## config.mk

```make
export PLATFORM = sky130hd
export DESIGN_NAME = sample_pacer
export DESIGN_NICKNAME = d
export VERILOG_FILES = /design/src/rtl/pacer_pkg.sv /design/src/rtl/rate_store.sv /design/src/rtl/frame_accum.sv /design/src/rtl/sample_pacer.sv
export SDC_FILE = /design/constraint.sdc
export NUM_CORES = 1
export LEC_CHECK = 0
export ABC_AREA = 1
export ABC_CLOCK_PERIOD_IN_PS = 10900
export BUFFER_PORTS_ARGS = -buffer_cell sky130_fd_sc_hd__buf_2
export CAP_MARGIN = 20
export CORE_MARGIN = 1
export CORE_UTILIZATION = 32
export CTS_BUF_LIST = sky130_fd_sc_hd__clkbuf_8
export CTS_CLUSTER_DIAMETER = 100
export CTS_CLUSTER_SIZE = 30
export DETAILED_ROUTE_END_ITERATION = 10
export GPL_ROUTABILITY_DRIVEN = 0
export HOLD_SLACK_MARGIN = 0.05
export MAX_ROUTING_LAYER = met4
export PLACE_DENSITY = 0.53
export SYNTH_ARGS = -nofsm -noshare
export SYNTH_HDL_FRONTEND = slang
export SYNTH_SLANG_ARGS = --single-unit
export TNS_END_PERCENT = 100
```

## constraint.sdc

```tcl
create_clock -name clk -period 10.9 [get_ports clk]
set_clock_uncertainty 0.15 [all_clocks]
set_input_delay 0.545 -clock clk [delete_from_list [all_inputs] [get_ports clk]]
set_output_delay 0.545 -clock clk [all_outputs]
set_load 0.03 [all_outputs]
```

## src/rtl/pacer_pkg.sv

```systemverilog
package pacer_pkg;
  localparam int RATE_W   = 16;
  localparam int FRAME_HZ = 48000;
  localparam int MIN_HZ   = 4000;
  localparam int MAX_HZ   = 48000;
  localparam int NDIR     = 2;

  typedef enum logic {
    DIR_PLAY = 1'b0,
    DIR_CAP  = 1'b1
  } dir_e;
endpackage

```

## src/rtl/rate_store.sv

```systemverilog
module rate_store #(
  parameter int RATE_W    = pacer_pkg::RATE_W,
  parameter int RESET_HZ  = pacer_pkg::FRAME_HZ,
  parameter int MIN_HZ    = pacer_pkg::MIN_HZ,
  parameter int MAX_HZ    = pacer_pkg::MAX_HZ
) (
  input  logic              clk,
  input  logic              rst_n,
  input  logic              wr,
  input  logic [RATE_W-1:0] din,
  output logic [RATE_W-1:0] rate_q,
  output logic [RATE_W-1:0] rate_eff
);
  localparam logic [RATE_W-1:0] LO  = RATE_W'(MIN_HZ);
  localparam logic [RATE_W-1:0] HI  = RATE_W'(MAX_HZ);
  localparam logic [RATE_W-1:0] RST = RATE_W'(RESET_HZ);

  always_ff @(posedge clk) begin
    if (!rst_n)  rate_q <= RST;
    else if (wr) rate_q <= din;
  end

  // clamp applied on use; storage keeps the raw value for readback
  always_comb begin
    if (rate_q < LO)      rate_eff = LO;
    else if (rate_q > HI) rate_eff = HI;
    else                  rate_eff = rate_q;
  end
endmodule

```

## src/rtl/frame_accum.sv

```systemverilog
module frame_accum #(
  parameter int RATE_W   = pacer_pkg::RATE_W,
  parameter int FRAME_HZ = pacer_pkg::FRAME_HZ,
  localparam int ACC_W   = $clog2(2 * FRAME_HZ)
) (
  input  logic              clk,
  input  logic              rst_n,
  input  logic              stb,
  input  logic              clr,
  input  logic              en,
  input  logic [RATE_W-1:0] rate,
  output logic              hit_frame,
  output logic              hit_pulse
);
  localparam logic [ACC_W-1:0] WRAP = ACC_W'(FRAME_HZ);

  logic [ACC_W-1:0] acc;
  logic [ACC_W-1:0] sum;
  logic             reach;

  assign sum   = acc + ACC_W'(rate);
  assign reach = (sum >= WRAP);

  always_ff @(posedge clk) begin
    if (!rst_n) begin
      acc       <= '0;
      hit_frame <= 1'b0;
      hit_pulse <= 1'b0;
    end else begin
      hit_pulse <= 1'b0;
      if (clr) begin
        acc <= '0;
        if (stb) hit_frame <= 1'b0;
      end else if (stb) begin
        if (!en) begin
          acc       <= '0;
          hit_frame <= 1'b1;
          hit_pulse <= 1'b1;
        end else if (reach) begin
          acc       <= sum - WRAP;
          hit_frame <= 1'b1;
          hit_pulse <= 1'b1;
        end else begin
          acc       <= sum;
          hit_frame <= 1'b0;
        end
      end
    end
  end
endmodule

```

## src/rtl/sample_pacer.sv

```systemverilog
module sample_pacer
  import pacer_pkg::*;
#(
  parameter int RW       = pacer_pkg::RATE_W,
  parameter int FRAME_RT = pacer_pkg::FRAME_HZ,
  parameter int LO_RT    = pacer_pkg::MIN_HZ,
  parameter int HI_RT    = pacer_pkg::MAX_HZ
) (
  input  logic          clk,
  input  logic          rst_n,
  input  logic          frame_stb,
  input  logic          vra_en,
  input  logic          cfg_wr,
  input  logic          cfg_sel,
  input  logic [RW-1:0] cfg_data,
  output logic [RW-1:0] play_rate_q,
  output logic [RW-1:0] cap_rate_q,
  output logic          play_req_l_n,
  output logic          play_req_r_n,
  output logic          cap_vld_l,
  output logic          cap_vld_r,
  output logic          play_evt,
  output logic          cap_evt
);
  logic [RW-1:0] rate_q   [NDIR];
  logic [RW-1:0] rate_eff [NDIR];
  logic          hit_frm  [NDIR];
  logic          hit_pls  [NDIR];

  for (genvar d = 0; d < NDIR; d++) begin : g_dir
    logic wr_d;
    assign wr_d = cfg_wr && (cfg_sel == 1'(d));

    rate_store #(
      .RATE_W(RW), .RESET_HZ(FRAME_RT), .MIN_HZ(LO_RT), .MAX_HZ(HI_RT)
    ) u_rate (
      .clk(clk), .rst_n(rst_n), .wr(wr_d), .din(cfg_data),
      .rate_q(rate_q[d]), .rate_eff(rate_eff[d])
    );

    frame_accum #(
      .RATE_W(RW), .FRAME_HZ(FRAME_RT)
    ) u_acc (
      .clk(clk), .rst_n(rst_n), .stb(frame_stb), .clr(wr_d), .en(vra_en),
      .rate(rate_eff[d]), .hit_frame(hit_frm[d]), .hit_pulse(hit_pls[d])
    );
  end

  assign play_rate_q  = rate_q[DIR_PLAY];
  assign cap_rate_q   = rate_q[DIR_CAP];
  assign play_req_l_n = ~hit_frm[DIR_PLAY];
  assign play_req_r_n = ~hit_frm[DIR_PLAY];
  assign cap_vld_l    = hit_frm[DIR_CAP];
  assign cap_vld_r    = hit_frm[DIR_CAP];
  assign play_evt     = hit_pls[DIR_PLAY];
  assign cap_evt      = hit_pls[DIR_CAP];
endmodule

```

==> summary.md, run 1 <==
| Metric | Value |
|---|---|
| Final wirelength | `17.6 mm` |
| Mapped Area | `0.00569 mm2` |
| Yosys top cell area share | `24.6%` |
| Vias | `6013` |
| Count leader, synth | `nand2_1` |
| First-pass GRT wire length | `28.0 mm` |
| Die height | `135 um` |
| Core area | `0.0173 mm2` |
| Num rows | `48` |
| CP Data Required Time | `10.97 ns` |
| Post-layout min period | `4.95 ns` |
| CP Data Arrival Time | `5.02 ns` |
| Power per Cell Area | `189 mW/mm2` |
| Mapped Cells | `972` |
| Hold Vio Cnt, Final | `0` |
| CTS Sinks | `70` |
| CTS tree | `yes` |
| Vias/cell | `4.80` |
| Synth Warn # | `0` |
| Synth area leaders | `dfxtp_1 (25%), nand2_1 (24%), inv_1 (8.7%), nand3_1 (7.9%), ha_1 (7.5%)` |
| Unrepaired setup endpoints after global routing | `no` |
| Gates resized, CTS repair | `0` |
| Die area | `0.0183 mm2` |
| TritonCTS Buffers | `9` |
| Synth area leader | `dfxtp_1` |
| Most used DFF post-synth | `dfxtp_1` |
| Flops & latches, synth | `70` |
| PnR Total Power | `0.00121 W` |
| I/O pins | `60` |
| Outcome | `completed` |
| Commonest cells post-synth | `nand2_1 (356), inv_1 (132), nand3_1 (90), nor2_1 (83), dfxtp_1 (70)` |
| Initial core utilization | `32.9%` |
| Die W | `135 um` |
| Post-CTS Setup Bufs | `0` |
| Worst setup path startpoint | `g_dir[0].u_rate.rate_q[15]` |
| Pre-Repair DR Iteration Count | `5` |
| Fraction of registers with async set/reset | `0%` |
| Reg-to-reg endpoint | `g_dir[0].u_acc.acc[13]` |
| MaxCap Viol Count | `0` |
| Post-DP HPWL | `14.2 mm` |
| Critical Path Sink | `g_dir[0].u_acc.acc[13]` |
| Root Driver | `clkbuf_8` |
| Slew Viols, Final | `0` |
| Final #Nets | `1082` |
| Later-pin clock latency in the skew report | `0.36 ns` |
| Setup Total Neg Slack | `0 ns` |
| Worst Tran Pin Value | `0.881 ns` |
| WL/cell | `14.1 um` |
| R2R cell count | `27` |
| Initial DRC Count | `366` |
| Layout cells sized above 1 | `10.0%` |
| Setup slack, reg-to-reg | `5.95 ns` |
| Class of the worst hold path | `primary input to flop` |
| Leakage | `3.45 nW` |
| Vias in the first global route | `5376` |
| Clk pin slew, worst setup/hold paths | `0.08 ns` |
| WS Path Type | `flop to flop` |
| EDFF count, synth | `0` |
| Initial antenna violation count | `0` |
| Tcrit/Tclk final | `45.4%` |
| Worst setup EP type | `flop` |
| Final setup viols | `0` |
| Largest net degree at the start of global routing | `39` |
| Gr ovfl total | `0` |
| Antenna fix cells | `0` |
| Total track usage | `20.4%` |
| H-tree depth | `3` |
| RR Startpoint | `g_dir[0].u_rate.rate_q[15]` |
| CP max FO | `12` |
| Sequential share of the synthesized area | `24.6%` |
| Hold_buf cts | `0` |
| CTS Buffer Depth | `2` |
| Rel. slew slack | `40.9%` |
| Crit path launch type | `flop` |
| Synth unique cells | `33` |
| Worst vdd rail ir drop | `0.0801 mV` |
| DRC | `0` |
| Hold path startpoint | `cfg_data[8]` |
| Achievable Freq | `202 MHz` |
| Hold Slack | `0.272 ns` |
| Average size of a mapped cell | `5.85 um2` |
| Post-Syn Nets | `1030` |
| Number of port buffers | `59` |
| Post-DRT Antenna Nets | `0` |
| Layout area overhead | `12.7%` |
[worst min path at each step]
stage / endpoint / slack, ns / cells after the start
2_1_floorplan: g_dir[0].u_acc.acc[0] / 0.30 / 2
6_report: g_dir[1].u_rate.rate_q[8] / 0.27 / 3
5_1_grt: g_dir[1].u_rate.rate_q[8] / 0.25 / 3
4_1_cts: g_dir[1].u_rate.rate_q[8] / 0.25 / 3
3_5_place_dp: g_dir[1].u_acc.acc[5] / 0.31 / 2
3_3_place_gp: g_dir[0].u_acc.acc[0] / 0.31 / 2
[report_power, final]
part | switching (W) | internal [W]
Clock | 0.000108 | 0.000134
Combinational | 0.000451 | 0.000213
Sequential | 0.0000226 | 0.000281
Total | 0.000581 | 0.000628
[metal layers]
metal	vias up	share of wire (%)	GRT usage, %
met1	2686	49	27.2
met5	-	0	-
met3	20	3.2	2.69
met2	107	45	32.0
met4	0	1.9	5.93
li1	3200	-	-
[cell type report]
type | instances | area [um2]
Timing Repair Buffer | 62 | 318
Clock buffer | 10 | 138
Sequential cell | 70 | 1400
Multi-Input combinational cell | 745 | 3670
Clock inverter | 5 | 83.8
Inverter | 136 | 510
Fill cell | 1971 | 10900
Tap cell | 225 | 282
[worst max-delay path, stage by stage (launching register included)]
cell	delay, ns
dfxtp_1	0.40
inv_1	0.10
nor4_1	0.37
inv_1	0.08
nor4_1	0.31
nand2_1	0.09
o211ai_1	0.10
nand2_1	0.20
inv_1	0.24
o21ai_0	0.13
ha_1	0.36
nand2_1	0.13
inv_1	0.06
a21oi_1	0.13
nand2_1	0.10
xnor2_1	0.26
inv_1	0.15
ha_1	0.26
nand3_1	0.11
nand2_1	0.09
nand2_1	0.13
nor2_1	0.06
nor2_1	0.14
nand2_2	0.18
inv_1	0.23
nand2_1	0.08
nand3_1	0.07
a21oi_1	0.09
[cells by family after synthesis]
family	synth area share [%]
buffers and inverters	10.8
AND/OR/NAND/NOR	44.6
AO/OA/AOI/OAI	9.20
flip-flops	24.6
XOR/XNOR	2.60
adder cells (fa/ha/maj)	8.19
[flip-flops by register name (all words and copies together) (netlist names)]
register	cells
g_dir.u_rate.rate_q	32
g_dir.u_acc.hit_frame	2
g_dir.u_acc.hit_pulse	2
g_dir.u_acc.acc	34
[per-stage QoR]
stage                     setup WS [ns]  cell area, um2  cells  util [%]
after detailed placement           6.00            6180   1238      35.7
after CTS                          5.95            6400   1253      37.0
after global routing               5.35            6400   1253      37.0
final                              5.95            6400   1253      37.0
after global placement             5.93            6180   1238      35.7
after floorplan                    6.69            5690    972         -
[cells in the final DEF (no fill, tap or decap), types with 3 or more instances in the layout]
cell type and n:
a21oi_1 60, and2_1 6, buf_2 59, buf_4 3, clkbuf_8 10, clkinv_1 3
dfxtp_1 70, ha_1 34, inv_1 132, nand2_1 356, nand2_2 8, nand3_1 90
nand3b_1 3, nand4_1 17, nor2_1 83, nor2_2 5, nor3_1 8, nor4_1 10
o211ai_1 12, o21ai_0 23, or2_2 5, xnor2_1 6, xor2_1 9
No activity file was read; power rests on OpenSTA's default activity.
==> run 2: changes to the inputs <==
--- a/config.mk
+++ b/config.mk
@@ -6,7 +6,7 @@
 export NUM_CORES = 1
 export LEC_CHECK = 0
 export ABC_AREA = 1
-export ABC_CLOCK_PERIOD_IN_PS = 10900
+export ABC_CLOCK_PERIOD_IN_PS = 4700
 export BUFFER_PORTS_ARGS = -buffer_cell sky130_fd_sc_hd__buf_2
 export CAP_MARGIN = 20
 export CORE_MARGIN = 1
==> constraint.sdc (replaced) <==
create_clock -name clk -period 4.7 [get_ports clk]
set_clock_uncertainty 0.15 [all_clocks]
set_input_delay 0.235 -clock clk [delete_from_list [all_inputs] [get_ports clk]]
set_output_delay 0.235 -clock clk [all_outputs]
set_load 0.03 [all_outputs]
==> summary.md, run 2 (synthesis results as in run 1) <==
| Metric | Value |
|---|---|
| Sequential power share | `25.4% (+0.3 points)` |
| Post-DP HPWL | `14.3 mm (+0.56%)` |
| Vias | `6060 (+0.78%)` |
| Power per Cell Area | `418 mW/mm2 (+120%)` |
| Clk pin slew, worst setup/hold paths | `0.08 ns (about the same)` |
| CP Data Required Time | `4.83 ns (-6.14 ns)` |
| Worst vdd rail ir drop | `0.166 mV (+110%)` |
| Final cell count without fillers | `1276 (+1.8%)` |
| Root Driver | `clkbuf_8` |
| Die height | `135 um (unchanged)` |
| Tcrit/Tclk final | `91.3% (+46 points)` |
| Worst Tran Pin Value | `0.842 ns (-0.0392 ns)` |
| Switching share of power | `49.8% (+1.8 points)` |
| WS Path Type | `flop to flop` |
| Initial DRC Count | `262 (-28%)` |
| Number of flip-flops in the largest register | `34 (unchanged)` |
| Largest net degree at the start of global routing | `39 (unchanged)` |
| Total track usage | `20.4% (about the same)` |
| Gr ovfl total | `0 (unchanged)` |
| Number of port buffers | `59 (unchanged)` |
| Die W | `135 um (unchanged)` |
| Power share of the combinational group | `58.2% (+3.3 points)` |
| Hold Vio Cnt, Final | `0 (unchanged)` |
| Achievable Freq | `233 MHz (+15%)` |
| H-tree depth | `3 (unchanged)` |
| Final worst slack | `0.409 ns (-5.54 ns)` |
| Final core occ | `38.3% (+1.2 points)` |
| CP peak stage delay | `0.40 ns (about the same)` |
| DRC | `0 (unchanged)` |
| Max Used Layer | `met4` |
| Top flop regs | `g_dir.u_acc.acc x34, g_dir.u_rate.rate_q x32` |
| CTS Sinks | `70 (unchanged)` |
| Vias in the first global route | `5442 (+1.2%)` |
| Final wirelength | `17.9 mm (+1.6%)` |
| Register area | `0.00140 mm2 (unchanged)` |
| Most flop-heavy register | `g_dir.u_acc.acc` |
| Initial core utilization | `32.9% (unchanged)` |
| Vias/cell | `4.75 (-1.0%)` |
| Num rows | `48 (unchanged)` |
| Post-layout min period | `4.29 ns (-0.662 ns)` |
| Footprint of the multi-input gates | `0.00373 mm2 (+1.6%)` |
| Cells after DPL | `1242 (+0.32%)` |
| Post-DRT Antenna Nets | `0 (unchanged)` |
| CTS tree | `yes` |
| Crit path launch type | `flop` |
| Filler cells | `1954 (-0.86%)` |
| TritonCTS Buffers | `9 (unchanged)` |
| Most common cell on crit path | `nand2_1` |
| Net switching power | `0.00138 W (+140%)` |
| WL/cell | `14.0 um (-0.21%)` |
| Clock power share | `16.5% (-3.5 points)` |
| Int Pwr | `0.00139 W (+120%)` |
| Leakage | `3.54 nW (+2.7%)` |
| Slew Viols, Final | `0 (unchanged)` |
| Final #Nets | `1104 (+2.0%)` |
| CP Data Arrival Time | `4.42 ns (-0.60 ns)` |
| Final setup viols | `0 (unchanged)` |
| Wire length on met2 | `8.46 mm (+5.8%)` |
| I/O pins | `60 (unchanged)` |
| Rel. slew slack | `43.5% (+2.6 points)` |
| Most common cell after layout, fill and taps aside | `nand2_1` |
| Class of the worst hold path | `primary input to flop` |
| Later-pin clock latency in the skew report | `0.36 ns (about the same)` |
| First-pass GRT wire length | `28.1 mm (+0.27%)` |
| Layout area overhead | `16.4%` |
| Core area | `0.0173 mm2 (unchanged)` |
| Layout cells sized above 1 | `11.3% (+1.3 points)` |
| Outcome | `completed` |
| CP max FO | `8 (-4)` |
| Placement Cell Area | `0.00621 mm2 (+0.49%)` |
| M1 WL | `8.62 mm (-1.1%)` |
| Die area | `0.0183 mm2 (unchanged)` |
| Final Cell Area | `0.00662 mm2 (+3.3%)` |
| Metal3 WL | `666 um (+17%)` |
| Dpl ws | `0.0578 ns (-5.94 ns)` |
| Most frequent cells in the layout | `nand2_1 (355), inv_1 (130), nand3_1 (90)` |
| Crit-path slowest cell | `fa_2` |
| MaxCap Viol Count | `0 (unchanged)` |
| Antenna fix cells | `0 (unchanged)` |
| Pre-Repair DR Iteration Count | `5 (unchanged)` |
| PnR Total Power | `0.00277 W (+130%)` |
| Initial antenna violation count | `0 (unchanged)` |
| Worst setup EP type | `flop` |
| CTS Buffer Depth | `2 (unchanged)` |
-- run 2: layout make-up --
cell class / count / area share (%)
flip-flops and latches: 70 / 21.2
repair buffers: 83 / 7.83
multi-input cells: 746 / 56.4
clock buffers: 10 / 2.08
inverters: 136 / 7.71
well taps: 225 / 4.25
clock inverters: 6 / 0.586
-- run 2: through the flow --
| step | setup TNS (ns) | hold WS, ns |
|---|---|---|
| final | 0 | 0.0795 |
| after global routing | -0.00259 | 0.0997 |
| after floorplan | 0 | 0.198 |
| after detailed placement | 0 | 0.312 |
| after global placement | 0 | 0.311 |
| after CTS | 0 | 0.0606 |
-- run 2: path summary, 6_finish.rpt --
| kind | startpoint | end | slack (ns) | cells past startpoint |
|---|---|---|---|---|
| setup / recovery | g_dir[1].u_rate.rate_q[15] | g_dir[1].u_acc.acc[12] | 0.41 | 27 |
| hold / removal | frame_stb | g_dir[0].u_acc.hit_pulse | 0.08 | 3 |
| setup reg to reg | g_dir[1].u_rate.rate_q[15] | g_dir[1].u_acc.acc[12] | 0.41 | 27 |
| hold reg to reg | g_dir[0].u_acc.acc[0] | g_dir[0].u_acc.acc[0] | 0.32 | 2 |
-- run 2: critical path, delay by kind of cell, from the launching register on --
family,cells,cell delay [ns]
compound gates,2,0.24
fa+ha+maj,3,0.86
buf+inv,4,0.38
flops,1,0.38
simple gates,18,2.19
-- run 2: metal layers --
metal / vias to the layer above / track usage, %
met1: 2706 / 26.4
li1: 3243 / -
met3: 10 / 3.11
met4: 0 / 3.87
met2: 101 / 33.4
met5: - / -
-- run 2: power by group through the flow --
stage	logic (W)	registers (W)	clock network (W)
finish	0.00161	0.000702	0.000456
global route	0.00183	0.000708	0.000491
CTS	0.00158	0.000700	0.000471
detailed placement	0.00156	0.000714	0
global placement	0.00157	0.000714	0
floorplan	0.00121	0.000741	0
-- run 2: repair_timing --
| item | 4_1_cts | 5_1_grt |
|---|---|---|
| resized for setup | 0 | 12 |
| hold buffers | 17 | 0 |
| setup buffers | 0 | 0 |
| endpoints found under the setup margin | 0 | 24 |
| hold endpoints to repair | 30 | 0 |
